--- src/rtl/sram_tmg_pkg.sv ---
package sram_tmg_pkg;
  localparam int SETUP_W = 6;
  localparam int PULSE_W = 7;
  localparam int CYCLE_W = 9;
  localparam int FLT_W   = 4;
  localparam int MODE_W  = 2;
  localparam int LEN_W   = 8;   // decoded setup/pulse
  localparam int CNT_W   = 10;  // decoded total length
  localparam int N_WIN   = 2;   // 0: chip select, 1: data strobe

  typedef enum logic [MODE_W-1:0] {
    WAIT_OFF    = 2'd0,
    WAIT_OFF_B  = 2'd1,
    WAIT_FREEZE = 2'd2,
    WAIT_READY  = 2'd3
  } wait_mode_e;

  typedef struct packed {
    logic [LEN_W-1:0] cs_setup;
    logic [LEN_W-1:0] cs_pulse;
    logic [LEN_W-1:0] st_setup;
    logic [LEN_W-1:0] st_pulse;
    logic [CNT_W-1:0] total;
    logic             ctl_strobe;
  } timing_t;

  function automatic logic [LEN_W-1:0] dec_setup(input logic [SETUP_W-1:0] f);
    logic [LEN_W-1:0] r;
    r = '0;
    r[LEN_W-1]     = f[SETUP_W-1];
    r[SETUP_W-2:0] = f[SETUP_W-2:0];
    return r;
  endfunction

  function automatic logic [LEN_W-1:0] dec_pulse(input logic [PULSE_W-1:0] f);
    logic [LEN_W-1:0] r;
    r = '0;
    r[LEN_W-1]     = f[PULSE_W-1];
    r[PULSE_W-2:0] = f[PULSE_W-2:0];
    return r;
  endfunction

  function automatic logic [CNT_W-1:0] dec_cycle(input logic [CYCLE_W-1:0] f);
    logic [CNT_W-1:0] r;
    r = '0;
    r[CNT_W-1:CNT_W-2] = f[CYCLE_W-1:CYCLE_W-2];
    r[CYCLE_W-3:0]     = f[CYCLE_W-3:0];
    return r;
  endfunction
endpackage

--- src/rtl/tmg_decode.sv ---
module tmg_decode
  import sram_tmg_pkg::*;
(
  input  logic               we_i,
  input  logic [SETUP_W-1:0] cs_setup_rd_i,
  input  logic [SETUP_W-1:0] cs_setup_wr_i,
  input  logic [SETUP_W-1:0] strb_setup_rd_i,
  input  logic [SETUP_W-1:0] strb_setup_wr_i,
  input  logic [PULSE_W-1:0] cs_pulse_rd_i,
  input  logic [PULSE_W-1:0] cs_pulse_wr_i,
  input  logic [PULSE_W-1:0] strb_pulse_rd_i,
  input  logic [PULSE_W-1:0] strb_pulse_wr_i,
  input  logic [CYCLE_W-1:0] cycle_rd_i,
  input  logic [CYCLE_W-1:0] cycle_wr_i,
  input  logic               rd_ctl_strb_i,
  input  logic               wr_ctl_strb_i,
  output timing_t            t_o
);
  logic [CNT_W-1:0] cyc, cs_end, st_end, len;

  always_comb begin
    t_o.cs_setup   = dec_setup(we_i ? cs_setup_wr_i   : cs_setup_rd_i);
    t_o.st_setup   = dec_setup(we_i ? strb_setup_wr_i : strb_setup_rd_i);
    t_o.cs_pulse   = dec_pulse(we_i ? cs_pulse_wr_i   : cs_pulse_rd_i);
    t_o.st_pulse   = dec_pulse(we_i ? strb_pulse_wr_i : strb_pulse_rd_i);
    t_o.ctl_strobe = we_i ? wr_ctl_strb_i : rd_ctl_strb_i;
    cyc    = dec_cycle(we_i ? cycle_wr_i : cycle_rd_i);
    cs_end = CNT_W'(t_o.cs_setup) + CNT_W'(t_o.cs_pulse);
    st_end = CNT_W'(t_o.st_setup) + CNT_W'(t_o.st_pulse);
    // stretch so every strobe window fits inside the access
    len = cyc;
    if (cs_end > len) len = cs_end;
    if (st_end > len) len = st_end;
    if (len == '0) len = CNT_W'(1);
    t_o.total = len;
  end
endmodule

--- src/rtl/tmg_window.sv ---
module tmg_window #(
  parameter int CNT_W = 10,
  parameter int LEN_W = 8
) (
  input  logic             active_i,
  input  logic [CNT_W-1:0] cnt_i,
  input  logic [LEN_W-1:0] setup_i,
  input  logic [LEN_W-1:0] pulse_i,
  output logic             low_o,
  output logic             last_o
);
  logic [CNT_W-1:0] beg_c, end_c;

  always_comb begin
    beg_c  = CNT_W'(setup_i);
    end_c  = beg_c + CNT_W'(pulse_i);
    low_o  = active_i && (cnt_i >= beg_c) && (cnt_i < end_c);
    last_o = active_i && (pulse_i != '0) && (cnt_i == end_c - CNT_W'(1));
  end
endmodule

--- src/rtl/tmg_gap.sv ---
module tmg_gap #(
  parameter int FLT_W = 4
) (
  input  logic             clk_i,
  input  logic             rst_ni,
  input  logic             load_i,
  input  logic [FLT_W-1:0] val_i,
  input  logic             active_i,
  output logic             busy_o
);
  logic [FLT_W-1:0] gap_q;

  always_ff @(posedge clk_i or negedge rst_ni) begin
    if (!rst_ni)                        gap_q <= '0;
    else if (load_i)                    gap_q <= val_i;
    else if (!active_i && gap_q != '0)  gap_q <= gap_q - FLT_W'(1);
  end

  assign busy_o = (gap_q != '0);
endmodule

--- src/rtl/sram_cs_timing.sv ---
module sram_cs_timing
  import sram_tmg_pkg::*;
(
  input  logic               clk_i,
  input  logic               rst_ni,
  input  logic               req_i,
  input  logic               we_i,
  input  logic [SETUP_W-1:0] cs_setup_rd_i,
  input  logic [SETUP_W-1:0] cs_setup_wr_i,
  input  logic [SETUP_W-1:0] strb_setup_rd_i,
  input  logic [SETUP_W-1:0] strb_setup_wr_i,
  input  logic [PULSE_W-1:0] cs_pulse_rd_i,
  input  logic [PULSE_W-1:0] cs_pulse_wr_i,
  input  logic [PULSE_W-1:0] strb_pulse_rd_i,
  input  logic [PULSE_W-1:0] strb_pulse_wr_i,
  input  logic [CYCLE_W-1:0] cycle_rd_i,
  input  logic [CYCLE_W-1:0] cycle_wr_i,
  input  logic               rd_ctl_strb_i,
  input  logic               wr_ctl_strb_i,
  input  logic [MODE_W-1:0]  wait_mode_i,
  input  logic [FLT_W-1:0]   float_cycles_i,
  input  logic               ext_wait_ni,
  output logic               ready_o,
  output logic               done_o,
  output logic               sample_o,
  output logic               cs_n_o,
  output logic               rd_n_o,
  output logic               wr_n_o
);
  timing_t          dec_t, cfg_q;
  logic             active_q, wr_q, done_q, sample_q;
  logic [CNT_W-1:0] cnt_q;
  wait_mode_e       mode_q;
  logic [FLT_W-1:0] flt_q;
  logic             gap_busy, start, hold, last_cyc, ctl_last;
  logic [N_WIN-1:0] win_low, win_last;
  logic [LEN_W-1:0] win_setup [N_WIN];
  logic [LEN_W-1:0] win_pulse [N_WIN];

  tmg_decode u_dec (
    .we_i            (we_i),
    .cs_setup_rd_i   (cs_setup_rd_i),
    .cs_setup_wr_i   (cs_setup_wr_i),
    .strb_setup_rd_i (strb_setup_rd_i),
    .strb_setup_wr_i (strb_setup_wr_i),
    .cs_pulse_rd_i   (cs_pulse_rd_i),
    .cs_pulse_wr_i   (cs_pulse_wr_i),
    .strb_pulse_rd_i (strb_pulse_rd_i),
    .strb_pulse_wr_i (strb_pulse_wr_i),
    .cycle_rd_i      (cycle_rd_i),
    .cycle_wr_i      (cycle_wr_i),
    .rd_ctl_strb_i   (rd_ctl_strb_i),
    .wr_ctl_strb_i   (wr_ctl_strb_i),
    .t_o             (dec_t)
  );

  assign win_setup[0] = cfg_q.cs_setup;
  assign win_pulse[0] = cfg_q.cs_pulse;
  assign win_setup[1] = cfg_q.st_setup;
  assign win_pulse[1] = cfg_q.st_pulse;

  for (genvar g = 0; g < N_WIN; g++) begin : g_win
    tmg_window #(.CNT_W(CNT_W), .LEN_W(LEN_W)) u_win (
      .active_i (active_q),
      .cnt_i    (cnt_q),
      .setup_i  (win_setup[g]),
      .pulse_i  (win_pulse[g]),
      .low_o    (win_low[g]),
      .last_o   (win_last[g])
    );
  end

  tmg_gap #(.FLT_W(FLT_W)) u_gap (
    .clk_i    (clk_i),
    .rst_ni   (rst_ni),
    .load_i   (last_cyc && !wr_q),
    .val_i    (flt_q),
    .active_i (active_q),
    .busy_o   (gap_busy)
  );

  assign ready_o  = !active_q && !gap_busy;
  assign start    = req_i && ready_o;
  assign hold     = active_q && !ext_wait_ni &&
                    ((mode_q == WAIT_FREEZE) || ((mode_q == WAIT_READY) && (|win_last)));
  assign last_cyc = active_q && !hold && (cnt_q == cfg_q.total - CNT_W'(1));
  assign ctl_last = cfg_q.ctl_strobe ? win_last[1] : win_last[0];

  always_ff @(posedge clk_i or negedge rst_ni) begin
    if (!rst_ni) begin
      active_q <= 1'b0;
      cnt_q    <= '0;
      cfg_q    <= '0;
      wr_q     <= 1'b0;
      mode_q   <= WAIT_OFF;
      flt_q    <= '0;
      done_q   <= 1'b0;
      sample_q <= 1'b0;
    end else begin
      done_q   <= last_cyc;
      sample_q <= active_q && !hold && ctl_last;
      if (start) begin
        active_q <= 1'b1;
        cnt_q    <= '0;
        cfg_q    <= dec_t;
        wr_q     <= we_i;
        mode_q   <= wait_mode_e'(wait_mode_i);
        flt_q    <= float_cycles_i;
      end else if (active_q && !hold) begin
        if (last_cyc) begin
          active_q <= 1'b0;
          cnt_q    <= '0;
        end else begin
          cnt_q    <= cnt_q + CNT_W'(1);
        end
      end
    end
  end

  assign done_o   = done_q;
  assign sample_o = sample_q;
  assign cs_n_o   = !win_low[0];
  assign rd_n_o   = !(win_low[1] && !wr_q);
  assign wr_n_o   = !(win_low[1] && wr_q);
endmodule

--- config.mk ---
export PLATFORM = sky130hd
export DESIGN_NAME = sram_cs_timing
export DESIGN_NICKNAME = d
export VERILOG_FILES = /design/src/rtl/sram_tmg_pkg.sv /design/src/rtl/tmg_decode.sv /design/src/rtl/tmg_window.sv /design/src/rtl/tmg_gap.sv /design/src/rtl/sram_cs_timing.sv
export SDC_FILE = /design/constraint.sdc
export NUM_CORES = 1
export LEC_CHECK = 0
export BUFFER_PORTS_ARGS = -buffer_cell sky130_fd_sc_hd__buf_2
export CAP_MARGIN = 20
export CELL_PAD_IN_SITES_DETAIL_PLACEMENT = 2
export CELL_PAD_IN_SITES_GLOBAL_PLACEMENT = 2
export CORE_UTILIZATION = 36
export DETAILED_ROUTE_END_ITERATION = 12
export HOLD_SLACK_MARGIN = 0.15
export MAX_ROUTING_LAYER = met4
export PLACE_DENSITY = 0.83
export SYNTH_ARGS = -nofsm -noshare
export SYNTH_HDL_FRONTEND = slang
export SYNTH_SLANG_ARGS = --single-unit
--- constraint.sdc ---
create_clock -name clk_i -period 4.08 [get_ports clk_i]
set_clock_uncertainty 0.1 [all_clocks]
set_input_delay 0.408 -clock clk_i [delete_from_list [all_inputs] [get_ports clk_i]]
set_output_delay 0.408 -clock clk_i [all_outputs]
set_load 0.05 [all_outputs]
==> results summary <==
The count of endpoints failing hold in the final timing report is 0. The number of slew-limit violations in the final report came out at 0. The half-perimeter wire length after detailed placement is 20.6 mm. The die is ~140 um tall. The width of the chip is 137 um. The number of antenna violations at the first check in global routing is 3.

The largest voltage drop on the vdd net is 0.700 mV. The number of enable-type register cells in the synthesized netlist came out at 0. For this run, the number of Yosys warnings is 0. After synthesis the netlist holds a flip-flop and latch count of approximately 60.

The clock transition time at the flip-flop clock pins of the worst setup and hold paths came out at 0.06 ns. The leakage power figure is between 4 and 5 nW. The total via count after detailed routing is 7448. The final reports fail on negative setup slack. When the netlist entered floorplanning its net count stood at 903. The global-route congestion overflow total came out at 0. The wire length of the first global-routing pass is ~47 mm. The number of I/O port buffers is 88. In this run, the number of DRC markers left after iteration 0 of detailed routing was 564. Relative to the synthesized area, the layout overhead comes to 34.5%. The average routed wire per standard cell is 34.4 um. For this run, the slowest stage of the critical path takes 0.53 ns. The total area inside the core boundary comes to 0.0175 mm2. TritonCTS built the clock tree. The min-delay analysis places its worst path in the category primary input to flip-flop. The clock passes through at most 2 buffers. The actual transition at the worst max-transition pin came out at between 1 and 1.5 ns. The count of maximum capacitance violations is 0. Setup repair after global routing could not meet its margin everywhere.

The critical-path maximum fanout is 11. The final layout net count came out at 1078. The die area came out at approximately 0.019 mm2. For this run, the total global-route usage over all layers was measured as 36.0%.

Among cell families on the critical path, the largest total delay comes from compound AO/OA/AOI/OAI gates. After detailed routing, the number of remaining DRC violations is 0. The first detailed-routing pass took 7 iterations. Of the cells placed in the final design, the portion with a size suffix greater than 1 is 38.0%. The buffers plus inverters on the worst setup path came out at 4.

The largest individual stage delay along the critical path comes from the cell o21ai_0. The placed standard-cell area is 0.00770 mm2. The maximum number of pins on one net before global-route repair is 56. In the synthesized netlist the dominant register cell turns out to be dfrtp_1. The average vias per placed instance came out at roughly 6.5. In this run, CTS created clock tree buffers numbering 9. STA puts the critical path data required time at ~4.2 ns. Walking the worst path, the cells encountered are buf_12, buf_6, mux2_4, fa_2, a21o_1, a21oi_4, nor2b_1, o21a_1, ha_4, nand3_2, a21o_1, a21oi_4, buf_8, inv_1, o21ai_0, ha_1, nand2_1, nor3_1, nor3_2, o31a_1, mux2i_1, a31oi_1. The latest clock arrival within the worst-skew pair came out at 0.36 ns. The final cycle utilization of the critical path is 136%. The area of the mapped netlist came out at 0.00653 mm2. The top-level I/O count came out at slightly below 90. The sequential element share of the synthesized area came out at 23.4%.

The via count of the first global-routing pass came out at 7797. The final core area utilization is 50.2%. The worst setup path is captured at a flip-flop. The routed wire length is 39.3 mm. The starting density of the core came out at between 30% and 40%. The clock sink count is 61. The maximum level of the CTS H-tree came out at 3. The number of distinct library cell variants in the gate-level netlist after synthesis came out at 78. The count of mapped cells out of synthesis is approximately 740.

The post-route worst setup slack came out at -1.45 ns. The buffer type at the clock tree root is clkbuf_16. The worst setup path is launched from a primary input.

For the worst setup path, the data arrival time is 5.62 ns. The final cell area excluding filler cells came out at 0.00878 mm2. The async set or reset register ratio after synthesis came out at 100%.

The areal power density over the cells is 1020 mW/mm2. The routed design could run at a clock period as short as roughly 5.5 ns. The post-route antenna net violation count is 0. The flow ran to the end, but the final reports show violations. The worst hold margin is 0.199 ns.

The mean area per synthesized cell is 8.88 um2. The max-slew headroom at the worst pin came out at 29.9%. The worst setup path category is primary input to flip-flop. The number of endpoints failing setup at the final stage came out at 21. For this run, the top clock speed supported by timing is between 150 and 200 MHz. The routability congestion estimate from global placement came out at around 0.84.

The floorplan has 48 rows. OpenSTA, run right after detailed placement, puts the worst setup slack at -1.72 ns.
==> cell type report <==
type | count | area, um2
clock inverter | 5 | 35.0
sequential | 61 | 1530
timing repair buffer | 193 | 1290
fill | 1796 | 8700
multi-input combinational | 591 | 5180
inverter | 54 | 205
tap | 225 | 282
antenna | 3 | 7.51
clock buffer | 11 | 243
==> metal layers <==
layer  GRT usage (%)  vias to the layer above  share of wire (%)
li1                -                     2982                  -
met1            39.5                     3788                 38
met2            64.0                      461                 48
met3            4.59                      217                6.7
met4            17.5                        0                7.6
met5               -                        -                  0
==> kinds of logic after synthesis <==
group	after synthesis	synth area share [%]
AND/OR/NAND/NOR	215	16.7
AO/OA/AOI/OAI	167	18.3
adder cells (fa/ha/maj)	85	16.8
buffers and inverters	84	5.02
multiplexers	67	11.5
flip-flops	61	23.4
XOR/XNOR	56	8.28
==> sequential cells by signal, indices dropped and copies added, names as in the netlist <==
name	flops
active_q	1
cfg_q	37
cnt_q	10
done_o	1
flt_q	4
mode_q	2
sample_o	1
u_gap.gap_q	4
wr_q	1
==> worst register-to-register path, delay by kind of cell, from the launching register on <==
family / cells / cell delay, ns
compound gates: 4 / 1.36
fa+ha+maj: 3 / 0.96
flops: 1 / 0.43
mux: 1 / 0.37
simple gates: 2 / 0.35
buf+inv: 2 / 0.27
xor+xnor: 1 / 0.25
==> placed cells by master, fill, tap and decap left out, drive strengths merged, types with 11 or more instances in the layout <==
cell	instances
buf	192
ha	81
nand2	78
dfrtp	61
inv	55
mux2	52
o21ai	41
xnor2	39
nor2	35
a21oi	30
nand3	19
o21a	16
xor2	15
mux2i	15
nor3	14
clkbuf	11
==> report_power, final <==
group | internal [W] | total, W | switching, W
sequential | 0.000880 | 0.00140 | 0.000518
combinational | 0.00275 | 0.00677 | 0.00402
clock | 0.000430 | 0.000783 | 0.000354
total | 0.00406 | 0.00895 | 0.00489
==> what timing repair did <==
item | in CTS | in global routing
hold buffers | 1 | 0
endpoints found under the hold margin | 31 | 0
buffers inserted | 9 | 23
pin swaps | 19 | 28
gates cloned | 1 | 0
endpoints found under the setup margin | 21 | 29
resized for setup | 49 | 57
==> cells in the mapped netlist (4+ instances only) <==
library cell  instances  area (um2)
dfrtp_1              61        1530
nor2_1               35         131
a211o_1               5        43.8
o21bai_1              4        30.0
nor2b_1              10        62.6
clkbuf_1             23        86.3
mux2i_1              15         150
o31ai_1               5        37.5
and2_1                6        37.5
or3_1                 5        31.3
nor3_1               13        65.1
nand2b_1              8        50.1
mux2_2               48         541
xnor2_1              36         315
mux2_4                4        60.1
nor4_1                5        31.3
a21o_1                9        67.6
o211ai_1              9        67.6
fa_1                  4        80.1
nand2_1              76         285
xor2_1               15         131
o21ai_1               4        20.0
buf_1                 4        15.0
a31oi_1               8        50.1
or2_2                 7        43.8
a21oi_1              30         150
a22o_1                4        35.0
nand3_1              19        95.1
and3_1                5        31.3
o21a_1               16         120
a211oi_1              5        37.5
nand4_1               5        31.3
inv_1                54         203
ha_1                 81        1010
o21ai_0              36         180
==> final timing paths <==
kind | endpoint | cells after the start | slack [ns] | start
max reg2reg | u_gap.gap_q[1]$_DFFE_PN0P_ | 13 | -0.11 | cfg_q[35]$_DFFE_PN0P_
min | flt_q[3]$_DFFE_PN0P_ | 3 | 0.20 | float_cycles_i[3]
max in group asynchronous | cfg_q[12]$_DFFE_PN0P_ | 3 | 2.23 | rst_ni
max | cfg_q[1]$_DFFE_PN0P_ | 22 | -1.45 | we_i
min reg2reg | cfg_q[0]$_DFFE_PN0P_ | 2 | 0.42 | cfg_q[0]$_DFFE_PN0P_
min in group asynchronous | cfg_q[28]$_DFFE_PN0P_ | 2 | 0.61 | rst_ni
==> metrics by stage <==
step	setup TNS, ns	std cells	total power, W
finish	-12.90	1143	0.00895
CTS	-8.07	1118	0.00741
global route	-14.33	1143	0.00920
floorplan	-11.42	735	0.00465
global placement	-11.35	1091	0.00566
detailed placement	-14.53	1091	0.00615
Power figures use the tool's default switching activity.
